===== src/rtl/mexp_pkg.sv =====
`timescale 1ns/1ps
package mexp_pkg;

    typedef enum logic [1:0] {
        ST_IDLE = 2'd0,
        ST_PRE  = 2'd1,
        ST_LOOP = 2'd2,
        ST_POST = 2'd3
    } mexp_state_e;

    typedef enum logic [1:0] {
        ADD_NONE = 2'd0,
        ADD_B    = 2'd1,
        ADD_N    = 2'd2,
        ADD_BN   = 2'd3
    } mexp_addsel_e;

    // serial steps of one Montgomery product for an nb-bit modulus (R = 2^(nb+2))
    function automatic int unsigned mont_steps(input int unsigned nb);
        return nb + 2;
    endfunction

    // cycles from the start edge to the done edge
    function automatic int unsigned exp_latency(input int unsigned nb);
        return (nb + 2) * (nb + 3);
    endfunction

endpackage


===== src/rtl/mexp_csa_cell.sv =====
`timescale 1ns/1ps
module mexp_csa_cell (
    input  logic x_i,
    input  logic y_i,
    input  logic z_i,
    output logic s_o,
    output logic c_o
);
    assign s_o = x_i ^ y_i ^ z_i;
    assign c_o = (x_i & y_i) | (x_i & z_i) | (y_i & z_i);
endmodule


===== src/rtl/mexp_mont_unit.sv =====
`timescale 1ns/1ps
module mexp_mont_unit
    import mexp_pkg::*;
#(
    parameter int unsigned NBITS = 16
) (
    input  logic             clk,
    input  logic             rst,
    input  logic             start_i,
    input  logic [NBITS:0]   a_i,
    input  logic [NBITS:0]   b_i,
    input  logic [NBITS-1:0] mod_i,
    output logic             done_o,
    output logic [NBITS:0]   res_o
);
    localparam int unsigned STEPS = mont_steps(NBITS);
    localparam int unsigned ACCW  = NBITS + 3;
    localparam int unsigned CW    = $clog2(STEPS + 1);

    logic [STEPS-1:0] a_sh;
    logic [ACCW-1:0]  b_q, n_q, bn_q;
    logic [ACCW-1:0]  s_q, c_q;
    logic [CW-1:0]    cnt;
    logic             run;

    logic             a_bit, qbit;
    mexp_addsel_e     sel;
    logic [ACCW-1:0]  addend;
    logic [ACCW-1:0]  sum_w, cry_w;
    logic [ACCW-1:0]  s_d;

    assign a_bit = a_sh[0];
    // quotient bit that makes the low bit of the new accumulator zero (N is odd)
    assign qbit  = s_q[0] ^ c_q[0] ^ (a_bit & b_q[0]);
    assign sel   = mexp_addsel_e'({qbit, a_bit});

    always_comb begin
        case (sel)
            ADD_B:   addend = b_q;
            ADD_N:   addend = n_q;
            ADD_BN:  addend = bn_q;
            default: addend = '0;
        endcase
    end

    for (genvar i = 0; i < ACCW; i++) begin : g_row
        mexp_csa_cell u_cell (
            .x_i (s_q[i]),
            .y_i (c_q[i]),
            .z_i (addend[i]),
            .s_o (sum_w[i]),
            .c_o (cry_w[i])
        );
    end

    // halving: sum bits drop their zero LSB, carry bits lose their implied shift
    assign s_d = sum_w >> 1;

    always_ff @(posedge clk) begin
        if (rst) begin
            a_sh   <= '0;
            b_q    <= '0;
            n_q    <= '0;
            bn_q   <= '0;
            s_q    <= '0;
            c_q    <= '0;
            cnt    <= '0;
            run    <= 1'b0;
            done_o <= 1'b0;
        end else if (start_i) begin
            a_sh   <= STEPS'(a_i);
            b_q    <= ACCW'(b_i);
            n_q    <= ACCW'(mod_i);
            bn_q   <= ACCW'(b_i) + ACCW'(mod_i);
            s_q    <= '0;
            c_q    <= '0;
            cnt    <= '0;
            run    <= 1'b1;
            done_o <= 1'b0;
        end else if (run) begin
            a_sh   <= a_sh >> 1;
            s_q    <= s_d;
            c_q    <= cry_w;
            cnt    <= cnt + 1'b1;
            if (cnt == CW'(STEPS - 1)) begin
                run    <= 1'b0;
                done_o <= 1'b1;
            end else begin
                done_o <= 1'b0;
            end
        end else begin
            done_o <= 1'b0;
        end
    end

    // the true value stays below 2N, so the low NBITS+1 bits hold it exactly
    assign res_o = s_q[NBITS:0] + c_q[NBITS:0];

endmodule


===== src/rtl/mexp_engine.sv =====
`timescale 1ns/1ps
module mexp_engine
    import mexp_pkg::*;
#(
    parameter int unsigned NBITS = 16
) (
    input  logic             clk,
    input  logic             rst,
    input  logic             start_i,
    input  logic [NBITS-1:0] base_i,
    input  logic [NBITS-1:0] exp_i,
    input  logic [NBITS-1:0] mod_i,
    input  logic [NBITS-1:0] r2_i,
    output logic             busy_o,
    output logic             done_o,
    output logic [NBITS-1:0] result_o
);
    localparam int unsigned BCW = $clog2(NBITS + 1);
    localparam logic [NBITS:0] ONE = (NBITS + 1)'(1);

    mexp_state_e      state;
    logic [NBITS-1:0] n_q;
    logic [NBITS-1:0] e_sh;
    logic [BCW-1:0]   bit_cnt;
    logic [NBITS-1:0] res_q;
    logic             done_q;

    logic             sq_start, mul_start, sq_done, mul_done;
    logic [NBITS:0]   sq_a, sq_b, mul_a, mul_b;
    logic [NBITS:0]   p_val, a_val;
    logic [NBITS-1:0] mod_sel;
    logic             last_bit, step_go, in_loop;
    logic             res_ge;
    logic [NBITS-1:0] res_final;

    assign in_loop  = (state == ST_LOOP);
    assign last_bit = (bit_cnt == BCW'(NBITS - 1));
    // a new exponent step is launched when the previous product pair is complete
    assign step_go  = sq_done && ((state == ST_PRE) || (in_loop && !last_bit));
    assign mod_sel  = (state == ST_IDLE) ? mod_i : n_q;

    always_comb begin
        sq_a  = p_val;
        sq_b  = p_val;
        mul_a = a_val;
        mul_b = p_val;
        if (state == ST_IDLE) begin
            sq_a  = {1'b0, base_i};
            sq_b  = {1'b0, r2_i};
            mul_a = {1'b0, r2_i};
            mul_b = ONE;
        end else if (in_loop && last_bit) begin
            mul_b = ONE;
        end
    end

    assign sq_start  = ((state == ST_IDLE) && start_i) || step_go;
    assign mul_start = ((state == ST_IDLE) && start_i)
                     || (step_go && e_sh[0])
                     || (in_loop && last_bit && sq_done);

    mexp_mont_unit #(.NBITS(NBITS)) u_sq (
        .clk     (clk),
        .rst     (rst),
        .start_i (sq_start),
        .a_i     (sq_a),
        .b_i     (sq_b),
        .mod_i   (mod_sel),
        .done_o  (sq_done),
        .res_o   (p_val)
    );

    mexp_mont_unit #(.NBITS(NBITS)) u_mul (
        .clk     (clk),
        .rst     (rst),
        .start_i (mul_start),
        .a_i     (mul_a),
        .b_i     (mul_b),
        .mod_i   (mod_sel),
        .done_o  (mul_done),
        .res_o   (a_val)
    );

    assign res_ge    = (a_val >= {1'b0, n_q});
    assign res_final = res_ge ? (a_val[NBITS-1:0] - n_q) : a_val[NBITS-1:0];

    always_ff @(posedge clk) begin
        if (rst) begin
            state   <= ST_IDLE;
            n_q     <= '0;
            e_sh    <= '0;
            bit_cnt <= '0;
            res_q   <= '0;
            done_q  <= 1'b0;
        end else begin
            done_q <= 1'b0;
            case (state)
                ST_IDLE: begin
                    if (start_i) begin
                        n_q     <= mod_i;
                        e_sh    <= exp_i;
                        bit_cnt <= '0;
                        state   <= ST_PRE;
                    end
                end
                ST_PRE: begin
                    if (sq_done) begin
                        e_sh    <= e_sh >> 1;
                        bit_cnt <= '0;
                        state   <= ST_LOOP;
                    end
                end
                ST_LOOP: begin
                    if (sq_done) begin
                        if (last_bit) begin
                            state <= ST_POST;
                        end else begin
                            e_sh    <= e_sh >> 1;
                            bit_cnt <= bit_cnt + 1'b1;
                        end
                    end
                end
                default: begin
                    if (mul_done) begin
                        res_q  <= res_final;
                        done_q <= 1'b1;
                        state  <= ST_IDLE;
                    end
                end
            endcase
        end
    end

    assign busy_o   = (state != ST_IDLE);
    assign done_o   = done_q;
    assign result_o = res_q;

endmodule


===== config.mk =====
export PLATFORM = sky130hd
export DESIGN_NAME = mexp_engine
export DESIGN_NICKNAME = d
export VERILOG_FILES = /design/src/rtl/mexp_pkg.sv /design/src/rtl/mexp_csa_cell.sv /design/src/rtl/mexp_mont_unit.sv /design/src/rtl/mexp_engine.sv
export SDC_FILE = /design/constraint.sdc
export NUM_CORES = 1
export LEC_CHECK = 0
export BUFFER_PORTS_ARGS = -buffer_cell sky130_fd_sc_hd__buf_2
export CAP_MARGIN = 20
export CORE_UTILIZATION = 50
export DETAILED_ROUTE_END_ITERATION = 8
export PLACE_DENSITY = 0.74
export SYNTH_ARGS = -nofsm -noshare
export SYNTH_HDL_FRONTEND = slang
export SYNTH_SLANG_ARGS = --single-unit

===== constraint.sdc =====
create_clock -name clk -period 4.75 [get_ports clk]
set_input_delay 0.475 -clock clk [delete_from_list [all_inputs] [get_ports clk]]
set_output_delay 0.475 -clock clk [all_outputs]
set_load 0.01 [all_outputs]

Word-level counts from Yosys, hierarchy flattened:

Index checks and enable logic that the tools add are counted.

* flip-flop bits (word level): 282
* bits of input ports: 67
* output and inout bits: 18
* logic and storage cells: 375

* $add $sub $neg: 8
* order comparisons: 1
* equal/unequal tests: 16
* multiplexer cells: 38
* bitwise gates (word level): 261
* reduce and logical (&&, ||, !) cells: 27

Operator list (count)
* $mux W17: 9
* $pmux W19 S3: 2
* $and A1 B1 Y1: 112
* $mux W16: 6
* $xor A1 B1 Y1: 74
* $or A1 B1 Y1: 72
* $pmux W16 S3: 1
* $add A17 B16 Y18: 2
* $add A17 B17 Y17: 2
* $mux W5: 4
* $ge A17 B16 Y1: 1
* $sub A16 B16 Y16: 1
* $add A5 B1 Y5 const B: 3
* $pmux W5 S3: 1
* $eq A2 B2 Y1 const B: 5
* $eq A5 B5 Y1 const B: 2
* $mux W2: 5
* $reduce_and A5 Y1: 2
* $mux W1: 9
* $reduce_or A3 Y1: 3
* $eq A2 B1 Y1 const B: 3
* $logic_and A1 B1 Y1: 6
* $ne A2 B2 Y1 const B: 3
* $pmux W2 S3: 1
* other kinds (12): 22

Longest topological paths before layout:

Gate-level depths: netlist of the first run.

* word-level depth: 9
* mapped depth: 19

By module:

A second synthesis of the first run with hierarchy kept.

* cells, all modules: 2043
* area, all modules: 17070.1 sq um

By module, submodules not included
* mexp_mont_unit at u_mul: times used 1, cells each 711, area each 6190.9 sq um, sequential area each 2242.2 sq um
* mexp_mont_unit at u_sq: times used 1, cells each 695, area each 6053.3 sq um, sequential area each 2242.2 sq um
* mexp_engine: times used 1, cells each 599, area each 4065.1 sq um, sequential area each 1121.1 sq um
* mexp_csa_cell: times used 38, cells each 1, area each 20.0 sq um, sequential area each 0.0 sq um

Least setup slack after synthesis of the first run:

No wires, ideal clock.

* path type: reg2reg
* start: register u_mul.s_q[0]
* end: register res_q[2] (netlist: result_o[2])
* setup time: 0.101 ns
* data arrival time: 4.052 ns
* path slack: 0.597 ns
* stages on the path, launching flop included: 19
* buffers on the path: 1
* path through: dfxtp_1 ha_1 fa_1 a211oi_2 o21bai_1 a31o_2 a21oi_1 xor2_1 inv_1 ha_1 a211oi_1 nor2_1 a2111o_1 nor3_1 nor2_2 nor2_4 buf_2 nor2_1 o41ai_1

* longest elaborated chain between the ends: 3
* elaborated cells on any way between the ends: 4
* those cells by class: add/sub (2); order compare (1); mux (1)

RTL lines
* start, declared: RTL line mexp_mont_unit.sv:22 `logic [ACCW-1:0] s_q, c_q;`
* start signal, assigned: RTL line mexp_mont_unit.sv:65 `s_q <= '0;`
* start signal, assigned: RTL line mexp_mont_unit.sv:75 `s_q <= '0;`
* start signal, assigned: RTL line mexp_mont_unit.sv:82 `s_q <= s_d;`
* $add A17 B17 Y17 (*): RTL line mexp_mont_unit.sv:97 `assign res_o = s_q[NBITS:0] + c_q[NBITS:0];`
* $sub A16 B16 Y16 or $ge A17 B16 Y1 (tied branches): RTL line mexp_engine.sv:85, mexp_engine.sv:84
* $mux W16 (*): RTL line mexp_engine.sv:85 `assign res_final = res_ge ? (a_val[NBITS-1:0] - n_q) : a_val[NBITS-1:0];`
* end signal, assigned: RTL line mexp_engine.sv:125 `res_q <= res_final;`
* end, declared: RTL line mexp_engine.sv:25 `logic [NBITS-1:0] res_q;`

Every way passes the cells marked *; elsewhere a longest branch is shown, timed or not.
A chain may end at the register's enable or synchronous reset.

Worst setup path in the final report of the first run:

* start: register u_sq.s_q[0]
* end: register u_mul.bn_q[15]

* longest elaborated chain between the ends: 4

RTL lines
* start, declared: RTL line mexp_mont_unit.sv:22
* start signal, assigned: RTL line mexp_mont_unit.sv:65
* start signal, assigned: RTL line mexp_mont_unit.sv:75
* start signal, assigned: RTL line mexp_mont_unit.sv:82
* $add A17 B17 Y17: RTL line mexp_mont_unit.sv:97
* $mux W17: RTL line mexp_engine.sv:52 `end else if (in_loop && last_bit) begin`
* $mux W17: RTL line mexp_engine.sv:47 `if (state == ST_IDLE) begin`
* net mul_b[12]: RTL line mexp_engine.sv:29 `logic [NBITS:0] sq_a, sq_b, mul_a, mul_b;`
* $add A17 B16 Y18: RTL line mexp_mont_unit.sv:74 `bn_q <= ACCW'(b_i) + ACCW'(mod_i);`
* end signal, assigned: RTL line mexp_mont_unit.sv:74
* end, declared: RTL line mexp_mont_unit.sv:21 `logic [ACCW-1:0] b_q, n_q, bn_q;`

The timed path passes the listed nets, and every way through them passes these cells.

==> flow_metrics.tcl, run 1 <==
set metrics [dict create \
    netlist_top_cells_area "dfxtp_1 (34%), a211oi_1 (7.4%), ha_1 (7.2%), nor2_1 (6.6%), nand2_1 (5.1%)" \
    clock-sinks 276 \
    syn2layout_area_growth_pct 13.0 \
    synthFlopType "dfxtp_1" \
    gr-total-overflow 0 \
    synth-xor-area-share_pct 3.70 \
    drc 0 \
    drive_above_1_share_pct 12.0 \
    synthSimpleGateAreaFrac_pct 18.0 \
    syn_area_per_cell_um2 8.22 \
    critPathArrivalTime_ns 4.81 \
    p_total_mw 11.6 \
    tns_ns 0 \
    finClkSkew_ns 0.0259 \
    core-area_um2 31900 \
    num_rows 65 \
    design_area_um2 18500 \
    final_cell_mix "nor2_1 (287), dfxtp_1 (274), nand2_1 (219)" \
    dieArea_um2 33400 \
    leakage_nw 7.43 \
    postLayoutSetupSlackWorst_ns 0.408 \
    synthAdderAreaFrac_pct 11.7 \
    worst-path-max-fanout 5 \
    grt_start_max_net_pins 92 \
    worst_pin_slew_ns 1.07 \
    ir_drop_uv 362 \
    synth_seq_cells 276 \
    htree_levels 2 \
    async_flop_share_pct 0 \
    gp_congestion 0.932 \
    antenna_cells 0 \
    synth_cell_types 73 \
    die_y_um 183 \
    clk_latency_ns 0.53 \
    cap_violations 0 \
    io_buffers 84 \
    p_per_area_nw_per_um2 628 \
    synth_edf_count 0 \
    cts-root-buf "clkbuf_16" \
    synth_cells 1990 \
    setup-violations-final 0 \
    synth-compound-area-share_pct 20.7 \
    syn_nets 2188 \
    finalHoldViolCount 0 \
    gr-max-usage-layer "met2" \
    start_util_pct 51.3 \
    cts_tree "done" \
    cts_made_buffers 34 \
    yosysWarnings 0 \
    grt_pass1_vias 13671 \
    die_w_um 183 \
    synth_top_family_by_area "compound AO/OA/AOI/OAI gates" \
    gr-usage-met3_pct 3.69 \
    use_met2_pct 42.7 \
    final_common_cell "nor2_1" \
    layout.nets 2233 \
    synth_mux_area_share_pct 6.63 \
    fillers 2826 \
    cts_buffer_depth 3 \
    synth_top_area_share_pct 33.8 \
    synth_area_leader_cell "dfxtp_1" \
    pin_count 85 \
    ant_nets 0 \
    drv_slew 0 \
    crit_type "flop to flop" \
    max_slew_margin_pct 28.7 \
    vias 14446 \
    grt_pass1_wl_mm 70.8 \
    grt_setup_unrepaired "false" \
    wire_per_inst_um 17.6 \
    dpl.hpwl_mm 31.8 \
    synth_seq_area_share_pct 33.8 \
    max_freq_mhz 230 \
    grt_usage_pct 26.2 \
    synth_area_um2 16400 \
    period_minus_slack_ns 4.34 \
    fin_crit_sh_pct 91.4 \
    utilization_pct 57.9 \
    worstHoldPathType "input pin to flop" \
    drt_iter0_drc 1059 \
    clk_pin_slew_ns 0.06 \
    worstPathRequired_ns 5.21 \
    routed_wl_mm 43.8 \
    endpoint_kind "flop" \
    via_per_inst 5.79 \
    drtPass1Iterations 5 \
    met1_usage_pct 36.2 \
    pre_cts_slack_ns 0.159 \
    worst_setup_path_start_kind "flop" \
    antenna_found_initial 0 \
    dpl_cell_area_um2 17300 \
    status "completed" \
]
[power by group]
group	total, mW	internal (mW)	switching (mW)
clock network	2.70	1.67	1.03
registers	3.27	2.85	0.418
logic	5.64	2.27	3.36
[synth_stat cells (34+ instances only)]
cell / instances
nor3_1: 40
fa_1: 37
inv_1: 121
ha_1: 94
mux2i_1: 70
nand2_1: 221
dfxtp_1: 276
clkbuf_1: 108
a211oi_1: 161
nor2_1: 287
xnor2_1: 45
a21oi_1: 144
mux2_2: 34
o21ai_0: 48
[cells by family (layout without fill, tap and decap cells)]
logic type	count (synthesis)	in the layout
AO/OA/AOI/OAI	498	498
XOR/XNOR	69	69
adder cells (fa/ha/maj)	131	131
buffers and inverters	240	308
flip-flops	276	276
multiplexers	104	104
AND/OR/NAND/NOR	672	672
[stage by stage]
stage / hold WS (ns) / std cells
6_report: 0.203 / 2493
5_1_grt: 0.198 / 2493
4_1_cts: 0.190 / 2492
3_5_place_dp: 0.442 / 2433
3_3_place_gp: 0.430 / 2433
2_1_floorplan: 0.420 / 1990
[worst max-delay path: stages, from the launching register on]
cell	delay, ns
dfxtp_1	0.32
ha_1	0.23
inv_1	0.11
fa_1	0.22
nor2b_1	0.07
o2111a_1	0.26
nor4b_1	0.42
o31ai_1	0.14
buf_4	0.17
a21o_1	0.17
a21oi_1	0.24
xor2_1	0.31
nor2_1	0.09
ha_1	0.38
nand3_1	0.10
nand2_1	0.06
a41o_1	0.23
o41a_1	0.35
nor4b_1	0.29
a211o_1	0.14
[registers in the layout (all words and copies together) (netlist names), 17 cells and up]
| register | flops |
|---|---|
| u_mul.c_q | 18 |
| u_sq.bn_q | 18 |
| u_mul.a_sh | 17 |
| u_sq.a_sh | 17 |
| u_sq.b_q | 17 |
| u_mul.bn_q | 18 |
| u_mul.s_q | 17 |
| u_sq.c_q | 18 |
| u_sq.s_q | 17 |
| u_mul.b_q | 17 |
[per-layer routing]
metal,vias up,wire [um]
met5,-,0
met4,0,1080
met3,66,2780
met2,452,20000
met1,6845,19900
li1,7083,-
[path summary, 6_finish.rpt]
| path | start | end | slack (ns) | cells past startpoint |
|---|---|---|---|---|
| min | mod_i[2] | n_q[2] | 0.20 | 3 |
| max reg2reg | u_sq.s_q[0] | u_mul.bn_q[15] | 0.41 | 19 |
| max | u_sq.s_q[0] | u_mul.bn_q[15] | 0.41 | 19 |
| min reg2reg | u_sq.bn_q[0] | u_sq.bn_q[0] | 0.45 | 2 |
[what timing repair did]
item                       in CTS  in global routing
setup endpoints to repair       0                 16
buffers inserted                0                  1
hold buffers                    0                  0
resized for setup               0                  6
[final cells by class]
cell class / instances / area, um2 / area share, %
clock buffer: 51 / 1040 / 5.62
timing repair buffer: 128 / 769 / 4.17
inverter: 121 / 454 / 2.46
sequential: 276 / 5530 / 30.0
multi-input combinational: 1474 / 10000 / 54.2
tap: 435 / 544 / 2.95
clock inverter: 8 / 119 / 0.644
No activity file was read; power rests on OpenSTA's default activity.
==> run 2, diff against run 1 <==
--- a/config.mk
+++ b/config.mk
@@ -5,11 +5,11 @@
 export SDC_FILE = /design/constraint.sdc
 export NUM_CORES = 1
 export LEC_CHECK = 0
-export BUFFER_PORTS_ARGS = -buffer_cell sky130_fd_sc_hd__buf_2
 export CAP_MARGIN = 20
 export CORE_UTILIZATION = 50
 export DETAILED_ROUTE_END_ITERATION = 8
-export PLACE_DENSITY = 0.74
+export DONT_BUFFER_PORTS = 1
+export PLACE_DENSITY = 0.72
 export SYNTH_ARGS = -nofsm -noshare
 export SYNTH_HDL_FRONTEND = slang
 export SYNTH_SLANG_ARGS = --single-unit
==> flow_metrics.tcl, run 2 (same netlist as run 1, synthesis figures left out) <==
set metrics [dict create \
    grt_usage_pct 27.7 \
    clkPwrFrac_pct 22.1 \
    htree_levels 1 \
    stdcell_count 2428 \
    die_y_um 183 \
    pre_cts_slack_ns 0.233 \
    grt_setup_unrepaired "false" \
    routed_wl_mm 46.3 \
    drv_slew 0 \
    ir_drop_uv 421 \
    core-area_um2 31900 \
    worst-path-max-fanout 9 \
    swShare_pct 41.6 \
    cp_slowest_stage_delay_ns 0.48 \
    critPathBufInv 2 \
    io_buffers 0 \
    worstHoldPathType "input pin to flop" \
    final_common_cell "nor2_1" \
    clk_pin_slew_ns 0.06 \
    pin_count 85 \
    combPwrFrac_pct 49.6 \
    p_total_mw 11.6 \
    internal_power_mw 6.78 \
    grt_pass1_wl_mm 73.4 \
    fin_crit_sh_pct 92.7 \
    num_rows 65 \
    clk_latency_ns 0.57 \
    setup-violations-final 0 \
    multi_input_area_um2 9980 \
    seqPwrFrac_pct 28.4 \
    cts_tree "done" \
    design_area_um2 18100 \
    syn2layout_area_growth_pct 10.9 \
    crit_path_frequent_cell "ha_1" \
    wire_per_inst_um 19.1 \
    postLayoutSetupSlackWorst_ns 0.348 \
    start_util_pct 51.3 \
    cp_slowest_cell "fa_1" \
    layout.nets 2160 \
    cp_cell_sequence "ha_1 -> fa_1 -> a211oi_4 -> o21bai_1 -> a31o_2 -> a21oi_1 -> xor2_1 -> inv_1 -> ha_1 -> a211oi_1 -> nor2_1 -> a2111o_1 -> nor3_1 -> nor2_2 -> buf_4 -> o21a_1 -> a2111oi_1" \
    dp.cells 2354 \
    dieArea_um2 33400 \
    drt_iter0_drc 1083 \
    status "completed" \
    gp_congestion 0.912 \
    leakage_nw 7.12 \
    period_minus_slack_ns 4.40 \
    whs_ns 0.0309 \
    final_cell_mix "nor2_1 (287), dfxtp_1 (274), nand2_1 (219)" \
    vias 14085 \
    drc 0 \
    endpoint_kind "flop" \
    seq_area_um2 5530 \
    dpl_cell_area_um2 16900 \
    p_per_area_nw_per_um2 640 \
    via_per_inst 5.80 \
    clock-sinks 276 \
    worst_setup_path_start_kind "flop" \
    finalHoldViolCount 0 \
    cap_violations 0 \
    die_w_um 183 \
    critPathArrivalTime_ns 4.85 \
    max_freq_mhz 227 \
    worstPathRequired_ns 5.20 \
    drtPass1Iterations 5 \
    cts-root-buf "clkbuf_16" \
    utilization_pct 56.9 \
    fillers 2896 \
    gr-total-overflow 0 \
    dpl.hpwl_mm 32.4 \
    crit_type "flop to flop" \
    grt_pass1_vias 13379 \
    tns_ns 0 \
    finClkSkew_ns 0.0183 \
    cts_buffer_depth 3 \
    max_slew_margin_pct 21.7 \
    crit_family "compound AO/OA/AOI/OAI gates" \
    antenna_found_initial 5 \
    cts_made_buffers 31 \
    worst_pin_slew_ns 1.17 \
    grt_start_max_net_pins 98 \
    p_switching_mw 4.83 \
    ant_nets 0 \
    drive_above_1_share_pct 8.31 \
]
-- run 2: cell types whose count changed in the layout (fill, tap and decap cells not counted), moves of 2 or more --
cell           previous run  this run
buf_2                    83         0
diode_2                   0         7
clkbuf_16                37        31
buf_4                    43        48
buf_12                    1         4
bufinv_16                 3         6
clkbuf_8                  6         3
clkinv_2                  4         7
dlygate4sd3_1             0         3
buf_16                    0         2
clkbuf_1                  8        10
-- run 2: path summary, 6_finish.rpt --
kind,from,endpoint,slack (ns),cells after the start
max,u_mul.s_q[0],result_o[10],0.35,17
min,rst,result_o[2],0.03,1
max reg2reg,u_mul.s_q[0],result_o[10],0.35,17
min reg2reg,u_sq.bn_q[2],u_sq.bn_q[2],0.45,2
-- run 2: layout make-up --
type / count / area share (%)
Antenna cell: 7 / 0.0966
Clock buffer: 44 / 4.71
Clock inverter: 13 / 1.19
Inverter: 121 / 2.50
Multi-Input combinational cell: 1474 / 55.0
Sequential cell: 276 / 30.5
Tap cell: 435 / 3.00
Timing Repair Buffer: 58 / 2.96
-- run 2: power by group through the flow --
stage / Sequential [mW] / Combinational (mW) / Clock, mW
4_1_cts: 3.30 / 5.55 / 2.59
5_1_grt: 3.37 / 6.35 / 2.69
6_report: 3.29 / 5.76 / 2.56
3_3_place_gp: 3.31 / 5.39 / 0
3_5_place_dp: 3.34 / 5.47 / 0
2_1_floorplan: 3.12 / 4.27 / 0
-- run 2: routing by layer --
layer | up-vias | global-route usage, % | part of all wire [%]
met4 | 2 | 9.37 | 3.1
met5 | - | 0 | 0.0086
met3 | 84 | 5.12 | 7.2
li1 | 6942 | - | -
met1 | 6645 | 37.1 | 44
met2 | 412 | 44.8 | 45
-- run 2: repair_timing --
action | CTS | global route
hold buffers | 5 | 0
setup buffers | 0 | 3
hold endpoints to repair | 92 | 0
gates resized for setup | 0 | 1
endpoints found under the setup margin | 0 | 14
